## config.mk

```make
export PLATFORM = sky130hd
export DESIGN_NAME = itgt_path_predictor
export DESIGN_NICKNAME = d
export VERILOG_FILES = /design/src/rtl/itp_pkg.sv /design/src/rtl/itp_hash.sv /design/src/rtl/itp_path_reg.sv /design/src/rtl/itp_hi_reg.sv /design/src/rtl/itp_way_array.sv /design/src/rtl/itgt_path_predictor.sv
export SDC_FILE = /design/constraint.sdc
export NUM_CORES = 2
export LEC_CHECK = 0
export ABC_CLOCK_PERIOD_IN_PS = 5400
export BUFFER_PORTS_ARGS = -buffer_cell sky130_fd_sc_hd__clkbuf_2
export CELL_PAD_IN_SITES_DETAIL_PLACEMENT = 1
export CELL_PAD_IN_SITES_GLOBAL_PLACEMENT = 1
export CORE_ASPECT_RATIO = 0.9
export CORE_UTILIZATION = 40
export CTS_BUF_LIST = sky130_fd_sc_hd__clkbuf_8
export CTS_CLUSTER_DIAMETER = 150
export DETAILED_ROUTE_END_ITERATION = 10
export PLACE_DENSITY = 0.75
export SLEW_MARGIN = 10
export SYNTH_ARGS = -nofsm -noshare
export SYNTH_HDL_FRONTEND = slang
export SYNTH_SLANG_ARGS = --single-unit
```

## constraint.sdc

```tcl
create_clock -name clk -period 5.4 [get_ports clk]
set_input_delay 0.54 -clock clk [delete_from_list [all_inputs] [get_ports clk]]
set_output_delay 0.54 -clock clk [all_outputs]
set_load 0.005 [all_outputs]
```

## src/rtl/itp_pkg.sv

```systemverilog
package itp_pkg;
   localparam int unsigned DEF_ADDR_W     = 32;
   localparam int unsigned DEF_PATH_W     = 13;
   localparam int unsigned DEF_SETS       = 32;
   localparam int unsigned DEF_WAYS       = 2;
   localparam int unsigned DEF_TAG_W      = 8;
   localparam int unsigned DEF_LOW_W      = 18;
   localparam int unsigned DEF_ALIGN      = 2;
   localparam int unsigned DEF_PC_LSB     = 4;
   localparam int unsigned DEF_TAG_PC_LSB = 10;
   localparam int unsigned DEF_PATH_SHIFT = 2;

   // Kind of table write requested by a retiring branch
   typedef enum logic [1:0] {
      WR_IDLE    = 2'd0,
      WR_REFRESH = 2'd1,
      WR_ALLOC   = 2'd2
   } wr_kind_e;
endpackage

```

## src/rtl/itp_hash.sv

```systemverilog
module itp_hash #(
   parameter int unsigned ADDR_W     = itp_pkg::DEF_ADDR_W,
   parameter int unsigned PATH_W     = itp_pkg::DEF_PATH_W,
   parameter int unsigned IDX_W      = 5,
   parameter int unsigned TAG_W      = itp_pkg::DEF_TAG_W,
   parameter int unsigned PC_LSB     = itp_pkg::DEF_PC_LSB,
   parameter int unsigned TAG_PC_LSB = itp_pkg::DEF_TAG_PC_LSB
) (
   input  logic [PATH_W-1:0] path,
   input  logic [ADDR_W-1:0] pc,
   output logic [IDX_W-1:0]  idx,
   output logic [TAG_W-1:0]  tag
);
   generate
      if (IDX_W + TAG_W != PATH_W) begin : g_bad_split
         $error("itp_hash: index and tag widths must cover the path register");
      end
      if (TAG_PC_LSB + TAG_W > ADDR_W || PC_LSB + IDX_W > ADDR_W) begin : g_bad_pc
         $error("itp_hash: hashed address fields exceed the address width");
      end
   endgenerate

   // Upper path bits fold into the set, lower path bits into the tag
   assign idx = path[PATH_W-1 -: IDX_W] ^ pc[PC_LSB +: IDX_W];
   assign tag = path[TAG_W-1:0]         ^ pc[TAG_PC_LSB +: TAG_W];

   logic unused_pc_bits;
   assign unused_pc_bits = ^pc;
endmodule

```

## src/rtl/itp_path_reg.sv

```systemverilog
module itp_path_reg #(
   parameter int unsigned ADDR_W     = itp_pkg::DEF_ADDR_W,
   parameter int unsigned PATH_W     = itp_pkg::DEF_PATH_W,
   parameter int unsigned PC_LSB     = itp_pkg::DEF_PC_LSB,
   parameter int unsigned PATH_SHIFT = itp_pkg::DEF_PATH_SHIFT
) (
   input  logic              clk,
   input  logic              rst_n,
   input  logic              step,
   input  logic              taken,
   input  logic [ADDR_W-1:0] pc,
   output logic [PATH_W-1:0] path
);
   generate
      if (PATH_SHIFT == 0 || PATH_SHIFT >= PATH_W) begin : g_bad_shift
         $error("itp_path_reg: shift must lie inside the register");
      end
      if (PC_LSB + PATH_W > ADDR_W) begin : g_bad_fold
         $error("itp_path_reg: folded address field exceeds the address width");
      end
   endgenerate

   logic [PATH_W-1:0] path_r;
   logic [PATH_W-1:0] fold_bits;

   assign fold_bits = pc[PC_LSB +: PATH_W];

   always_ff @(posedge clk or negedge rst_n) begin
      if (!rst_n) begin
         path_r <= '0;
      end else if (step) begin
         path_r <= ((path_r << PATH_SHIFT) ^ fold_bits) | {{(PATH_W-1){1'b0}}, taken};
      end
   end

   assign path = path_r;

   logic unused_pc_bits;
   assign unused_pc_bits = ^pc;

   // path holds when nothing retires
   a_r2_path_hold: assert property (@(posedge clk) disable iff (!rst_n)
      !step |=> $stable(path_r));
   // a taken outcome always leaves bit 0 set
   a_r2_taken_sets_lsb: assert property (@(posedge clk) disable iff (!rst_n)
      (step && taken) |=> path_r[0]);
endmodule

```

## src/rtl/itp_hi_reg.sv

```systemverilog
module itp_hi_reg #(
   parameter int unsigned HI_W = 12
) (
   input  logic            clk,
   input  logic            rst_n,
   input  logic            step,
   input  logic [HI_W-1:0] hi_in,
   output logic [HI_W-1:0] hi_last,
   output logic            hi_same
);
   generate
      if (HI_W == 0) begin : g_bad_hi
         $error("itp_hi_reg: upper field must be non-empty");
      end
   endgenerate

   logic [HI_W-1:0] hi_r;

   assign hi_same = (hi_in == hi_r);
   assign hi_last = hi_r;

   always_ff @(posedge clk or negedge rst_n) begin
      if (!rst_n) begin
         hi_r <= '0;
      end else if (step && !hi_same) begin
         hi_r <= hi_in;
      end
   end

   // a differing upper field is adopted on the next edge
   a_r7_adopt_new_hi: assert property (@(posedge clk) disable iff (!rst_n)
      (step && !hi_same) |=> (hi_r == $past(hi_in)));
   // only taken indirect retirements move the register
   a_r7_hold_otherwise: assert property (@(posedge clk) disable iff (!rst_n)
      !step |=> $stable(hi_r));
endmodule

```

## src/rtl/itp_way_array.sv

```systemverilog
module itp_way_array
   import itp_pkg::*;
#(
   parameter int unsigned SETS   = itp_pkg::DEF_SETS,
   parameter int unsigned WAYS   = itp_pkg::DEF_WAYS,
   parameter int unsigned TAG_W  = itp_pkg::DEF_TAG_W,
   parameter int unsigned DATA_W = itp_pkg::DEF_LOW_W,
   localparam int unsigned IDX_W = $clog2(SETS),
   localparam int unsigned WAY_W = (WAYS > 1) ? $clog2(WAYS) : 1
) (
   input  logic              clk,
   input  logic              rst_n,
   input  logic [IDX_W-1:0]  rd_idx,
   input  logic [TAG_W-1:0]  rd_tag,
   output logic              rd_hit,
   output logic [DATA_W-1:0] rd_data,
   input  logic              wr_en,
   input  logic [IDX_W-1:0]  wr_idx,
   input  logic [TAG_W-1:0]  wr_tag,
   input  logic [DATA_W-1:0] wr_data
);
   generate
      if (WAYS != 2) begin : g_bad_ways
         $error("itp_way_array: single-bit replacement needs exactly two ways");
      end
      if ((1 << IDX_W) != SETS) begin : g_bad_sets
         $error("itp_way_array: set count must be a power of two");
      end
   endgenerate

   logic [SETS-1:0][WAYS-1:0]  valid_q;
   logic [SETS-1:0][WAY_W-1:0] lru_q;
   logic [TAG_W-1:0]           tag_q  [SETS][WAYS];
   logic [DATA_W-1:0]          data_q [SETS][WAYS];

   logic [WAYS-1:0]  rd_match;
   logic [WAYS-1:0]  wr_match;
   logic [WAY_W-1:0] hit_way;
   logic [WAY_W-1:0] wr_way;
   wr_kind_e         wr_kind;

   for (genvar w = 0; w < WAYS; w++) begin : g_way
      assign rd_match[w] = valid_q[rd_idx][w] && (tag_q[rd_idx][w] == rd_tag);
      assign wr_match[w] = valid_q[wr_idx][w] && (tag_q[wr_idx][w] == wr_tag);
   end

   assign rd_hit = |rd_match;

   always_comb begin
      rd_data = '0;
      for (int w = 0; w < WAYS; w++) begin
         if (rd_match[w]) rd_data = rd_data | data_q[rd_idx][w];
      end
   end

   always_comb begin
      hit_way = '0;
      for (int w = 0; w < WAYS; w++) begin
         if (wr_match[w]) hit_way = WAY_W'(w);
      end
   end

   always_comb begin
      if (!wr_en)         wr_kind = WR_IDLE;
      else if (|wr_match) wr_kind = WR_REFRESH;
      else                wr_kind = WR_ALLOC;
   end

   assign wr_way = (wr_kind == WR_REFRESH) ? hit_way : lru_q[wr_idx];

   always_ff @(posedge clk or negedge rst_n) begin
      if (!rst_n) begin
         valid_q <= '0;
         lru_q   <= '0;
      end else if (wr_kind != WR_IDLE) begin
         valid_q[wr_idx][wr_way] <= 1'b1;
         lru_q[wr_idx]           <= ~wr_way;
      end
   end

   always_ff @(posedge clk) begin
      if (wr_kind != WR_IDLE) begin
         tag_q[wr_idx][wr_way]  <= wr_tag;
         data_q[wr_idx][wr_way] <= wr_data;
      end
   end

   // a tag never lives in two ways of one set
   a_r4_single_match: assert property (@(posedge clk) disable iff (!rst_n)
      $onehot0(rd_match));
   // after any write the set's victim is the other way
   a_r6_victim_moves: assert property (@(posedge clk) disable iff (!rst_n)
      wr_en |=> (lru_q[$past(wr_idx)] != $past(wr_way)));
   // without a write request no entry becomes valid
   a_r5_quiet_valid: assert property (@(posedge clk) disable iff (!rst_n)
      !wr_en |=> $stable(valid_q));
endmodule

```

## src/rtl/itgt_path_predictor.sv

```systemverilog
module itgt_path_predictor #(
   parameter int unsigned ADDR_W     = itp_pkg::DEF_ADDR_W,
   parameter int unsigned PATH_W     = itp_pkg::DEF_PATH_W,
   parameter int unsigned SETS       = itp_pkg::DEF_SETS,
   parameter int unsigned WAYS       = itp_pkg::DEF_WAYS,
   parameter int unsigned TAG_W      = itp_pkg::DEF_TAG_W,
   parameter int unsigned LOW_W      = itp_pkg::DEF_LOW_W,
   parameter int unsigned ALIGN      = itp_pkg::DEF_ALIGN,
   parameter int unsigned PC_LSB     = itp_pkg::DEF_PC_LSB,
   parameter int unsigned TAG_PC_LSB = itp_pkg::DEF_TAG_PC_LSB,
   parameter int unsigned PATH_SHIFT = itp_pkg::DEF_PATH_SHIFT
) (
   input  logic              clk,
   input  logic              rst_n,
   input  logic [ADDR_W-1:0] lk_pc,
   output logic              lk_hit,
   output logic [ADDR_W-1:0] lk_target,
   input  logic              rt_valid,
   input  logic [ADDR_W-1:0] rt_pc,
   input  logic [ADDR_W-1:0] rt_target,
   input  logic              rt_taken,
   input  logic              rt_indirect,
   output logic              rt_hi_miss
);
   localparam int unsigned IDX_W = $clog2(SETS);
   localparam int unsigned HI_W  = ADDR_W - LOW_W - ALIGN;

   generate
      if (ALIGN == 0 || LOW_W + ALIGN >= ADDR_W) begin : g_bad_fields
         $error("itgt_path_predictor: target split leaves no upper field");
      end
      if (IDX_W + TAG_W != PATH_W) begin : g_bad_path
         $error("itgt_path_predictor: path width must equal index plus tag");
      end
   endgenerate

   logic [PATH_W-1:0] path_q;
   logic [IDX_W-1:0]  lk_idx, rt_idx;
   logic [TAG_W-1:0]  lk_tag, rt_tag;
   logic              tbl_hit;
   logic [LOW_W-1:0]  tbl_low;
   logic              train;
   logic [HI_W-1:0]   hi_last;
   logic              hi_same;

   assign train = rt_valid && rt_indirect && rt_taken;

   itp_path_reg #(
      .ADDR_W(ADDR_W), .PATH_W(PATH_W), .PC_LSB(PC_LSB), .PATH_SHIFT(PATH_SHIFT)
   ) u_path (
      .clk(clk), .rst_n(rst_n), .step(rt_valid), .taken(rt_taken),
      .pc(rt_pc), .path(path_q)
   );

   itp_hash #(
      .ADDR_W(ADDR_W), .PATH_W(PATH_W), .IDX_W(IDX_W), .TAG_W(TAG_W),
      .PC_LSB(PC_LSB), .TAG_PC_LSB(TAG_PC_LSB)
   ) u_lk_hash (
      .path(path_q), .pc(lk_pc), .idx(lk_idx), .tag(lk_tag)
   );

   itp_hash #(
      .ADDR_W(ADDR_W), .PATH_W(PATH_W), .IDX_W(IDX_W), .TAG_W(TAG_W),
      .PC_LSB(PC_LSB), .TAG_PC_LSB(TAG_PC_LSB)
   ) u_rt_hash (
      .path(path_q), .pc(rt_pc), .idx(rt_idx), .tag(rt_tag)
   );

   itp_way_array #(
      .SETS(SETS), .WAYS(WAYS), .TAG_W(TAG_W), .DATA_W(LOW_W)
   ) u_array (
      .clk(clk), .rst_n(rst_n),
      .rd_idx(lk_idx), .rd_tag(lk_tag), .rd_hit(tbl_hit), .rd_data(tbl_low),
      .wr_en(train), .wr_idx(rt_idx), .wr_tag(rt_tag),
      .wr_data(rt_target[ALIGN +: LOW_W])
   );

   itp_hi_reg #(.HI_W(HI_W)) u_hi (
      .clk(clk), .rst_n(rst_n), .step(train),
      .hi_in(rt_target[ADDR_W-1 -: HI_W]), .hi_last(hi_last), .hi_same(hi_same)
   );

   assign lk_hit     = tbl_hit;
   assign lk_target  = tbl_hit ? {hi_last, tbl_low, {ALIGN{1'b0}}} : '0;
   assign rt_hi_miss = train && !hi_same;

   logic unused_align_bits;
   assign unused_align_bits = ^rt_target[ALIGN-1:0];

   // with no retirement and a steady lookup address, the answer is steady
   a_r8_lookup_pure: assert property (@(posedge clk) disable iff (!rst_n)
      !rt_valid |=> (!$stable(lk_pc) || ($stable(lk_hit) && $stable(lk_target))));
   // a miss never presents a target
   a_r4_miss_zero: assert property (@(posedge clk) disable iff (!rst_n)
      !lk_hit |-> (lk_target == '0));
endmodule

```

==> run metrics <==
critical path's largest stage delay=approximately 0.50 ns; area post-placement=~83,000 sq um; RSZ-0062 raised after global routing=true; CTS buffer count=a little under 300; mapped cell area=between 70,000 and 80,000 sq um; cell taking the most area after synthesis=edfxtp_1; status=finished, violations left; max-slew violations=5; die area=roughly 190,000 sq um; Final setup viols=14; multiplexer share of the synthesized area=0.160; Port Buffer Count=93; sequential element share of the synthesized area=0.701; Post-synth top flop=edfxtp_1; nets=~5,000; Core Region=about 190,000 sq um; worst slew pin tran=around 1.6 ns; Slowest-stage cell, CP=dfrtp_2; vias in the first global route=about 50,000; Pleak=roughly 30 nW; Filler Cell Count=~18,000; most used routing layer=met2; CP Class=flop to output pin; Setup WS post-layout=-0.0886 ns; Core Rows=150; Yosys warnings=0; Max Buffers Root-to-Sink=4; clk slew on worst S/H paths=~0.06 ns; crit path capture type=output pin; Worst Hold Class=input port to flop; Clock Tree Root=clkbuf_8; initial drt markers=7,608; M3 GR Usage=0.0975; CP bufs+invs=6; average wire per standard cell=34.5 microns; achievable frequency=between 150 and 200 MHz; Yosys top cell area share=0.661; final wirelength=between 200,000 and 300,000 microns; DRC violations left=0; violated checks=max-capacitance violations, max-slew violations, negative setup slack; Synth area leaders=edfxtp_1, mux4_2, dfrtp_1; clock period minus worst slack=between 5 and 6 ns; Worst-Skew Late Latency=roughly 1.1 ns; initial antenna violation count=18; first-pass GRT wire length=approximately 370,000 microns; Peak VDD IR=between 0.2 and 0.3 mV; layout cells sized above 1=0.289; final RePlAce weighted congestion=0.977; final core utilization=0.478; Tot Pwr=38.0 mW; CTS tree=yes; post-DR vias/cell=6.42; post-synthesis compound-gate area fraction=0.0468; Crit path top cell by count=buf_4; fin crit share=1.02; largest net degree at the start of global routing=122; antenna-violating nets left=0; #FFs+latches synth=1,785; Arr. time, crit path=4.95 ns; Starting Density=0.405; CTS H-tree lvls=5; cells after synthesis=about 4,400; Layout area overhead=18.1%; list of most frequent post-synthesis cells=edfxtp_1, nand2_1, mux4_2; Hold Slack=0.110 ns; ys async rst share=0.0678; Synth Area in Adders=0; Die Ht=a little over 400 microns; Slew headroom=-0.107; pwr dens=roughly 430 nW/um^2; Design Area, Final=89,200 sq um; CP Launch Type=flop; Worst Skew=around 0.08 ns; count leader, synth=edfxtp_1; Post-synth EDFFs=approximately 1,700; Max-Cap Viols=1; Distinct cells, synth=67; boundary pin count=135; die width=460 microns; M1 GR Usage=0.373; final hold viol count=0; largest family of logic cells by synthesized area=multiplexers; critical path required time=slightly below 5 ns; Pre-antenna DRT Iters=8; CTS Sinks=roughly 1,800; syn_area_per_cell=17.3 sq um; critical-path cell list=buf_4, xnor2_4, buf_4, nand2_1, a221oi_1, a221o_1, a311oi_2, buf_4, xnor2_1, nand4_1, buf_6, a21boi_4, buf_6, clkbuf_4; worst-path fanout max=11; post-detail-place hpwl=approximately 160,000 microns; Post-Synth XOR/XNOR Area=0.0105; simple-gate share of the synthesized area=0.0636; GRT Util Overall=0.274; M2 GR Usage=0.397; total grt overflow=0; Crit path max-delay family=buffers and inverters; DR vias=a little under 50,000
-- final cells by class --
| class | count | area (sq um) | area share |
|---|---|---|---|
| sequential | 1785 | 53000 | 0.594 |
| multi-input combinational | 2301 | 22200 | 0.249 |
| timing repair buffer | 561 | 5880 | 0.0659 |
| antenna | 9 | 22.5 | 0.000253 |
| clock buffer | 307 | 4230 | 0.0474 |
| tap | 2508 | 3140 | 0.0352 |
| clock inverter | 172 | 691 | 0.00774 |
| inverter | 3 | 11.3 | 0.000126 |
-- cell families after synthesis --
logic type,after synthesis
simple gates,1114
buf+inv,294
flops,1785
compound gates,489
xor+xnor,88
mux,608
other cells,1
-- state kept, by name, indices dropped and copies added (netlist names) --
name             cells
u_array.tag_q      512
u_array.data_q    1152
u_hi.hi_last        12
u_path.path         13
u_array.lru_q       32
u_array.valid_q     64
-- per-layer routing --
layer,routed length (microns),vias to the layer above
met4,11700,12
li1,-,18800
met1,99900,25700
met5,356,-
met3,36200,751
met2,116000,3757
-- report_power, final --
group	internal, mW	total [mW]	switching [mW]
clock	5.21	10.6	5.38
sequential	15.7	16.0	0.298
combinational	4.35	11.4	7.02
-- timing repair --
item,CTS,global route
setup endpoints to repair,31,505
buffers inserted,29,0
pin swaps,9,2
endpoints found under the hold margin,88,0
hold buffers,36,0
cloned,12,0
gates resized for setup,43,17
-- cells in the final DEF (no fill, tap or decap), drive strengths merged, types with 12 or more instances in the layout --
cell type and instances:
edfxtp 1664, nand2 645, mux4 476, buf 422, clkbuf 399, nand3 153
nor2 133, mux2i 121, dfrtp 121, inv 94, o21ai 84, clkinv 77
xnor2 58, nor3 57, a31oi 56, a21oi 55, and3 44, a311oi 42
nand4 41, a32oi 38, dlygate4sd3 36, o22ai 35, a221o 33, o21bai 33
a22oi 31, xor2 30, nor4 21, a221oi 17, a21boi 13, o211ai 12
-- path summary, 6_finish.rpt --
| check | from | endpoint | slack (ns) | cells past startpoint |
|---|---|---|---|---|
| min in group asynchronous | rst_n | u_array.valid_q[63] | 0.20 | 2 |
| hold reg to reg | u_array.lru_q[11] | u_array.lru_q[11] | 0.49 | 2 |
| setup reg to reg | u_path.path[10] | u_array.tag_q[15][10] | 0.08 | 13 |
| hold / removal | rt_pc[5] | u_path.path[1] | 0.11 | 2 |
| setup / recovery | u_path.path[12] | lk_target[30] | -0.09 | 14 |
| max in group asynchronous | rst_n | u_path.path[9] | 3.74 | 3 |
-- through the flow --
step / setup TNS (ns) / std cells / setup slack (ns)
global placement: -0.0674 / 7082 / -0.0674
detailed placement: -0.195 / 7082 / -0.195
finish: -0.565 / 7646 / -0.0886
CTS: -0.0299 / 7637 / -0.0299
global route: -2.01 / 7641 / -0.133
floorplan: -47.66 / 4380 / -0.109
Power figures use the tool's default switching activity.
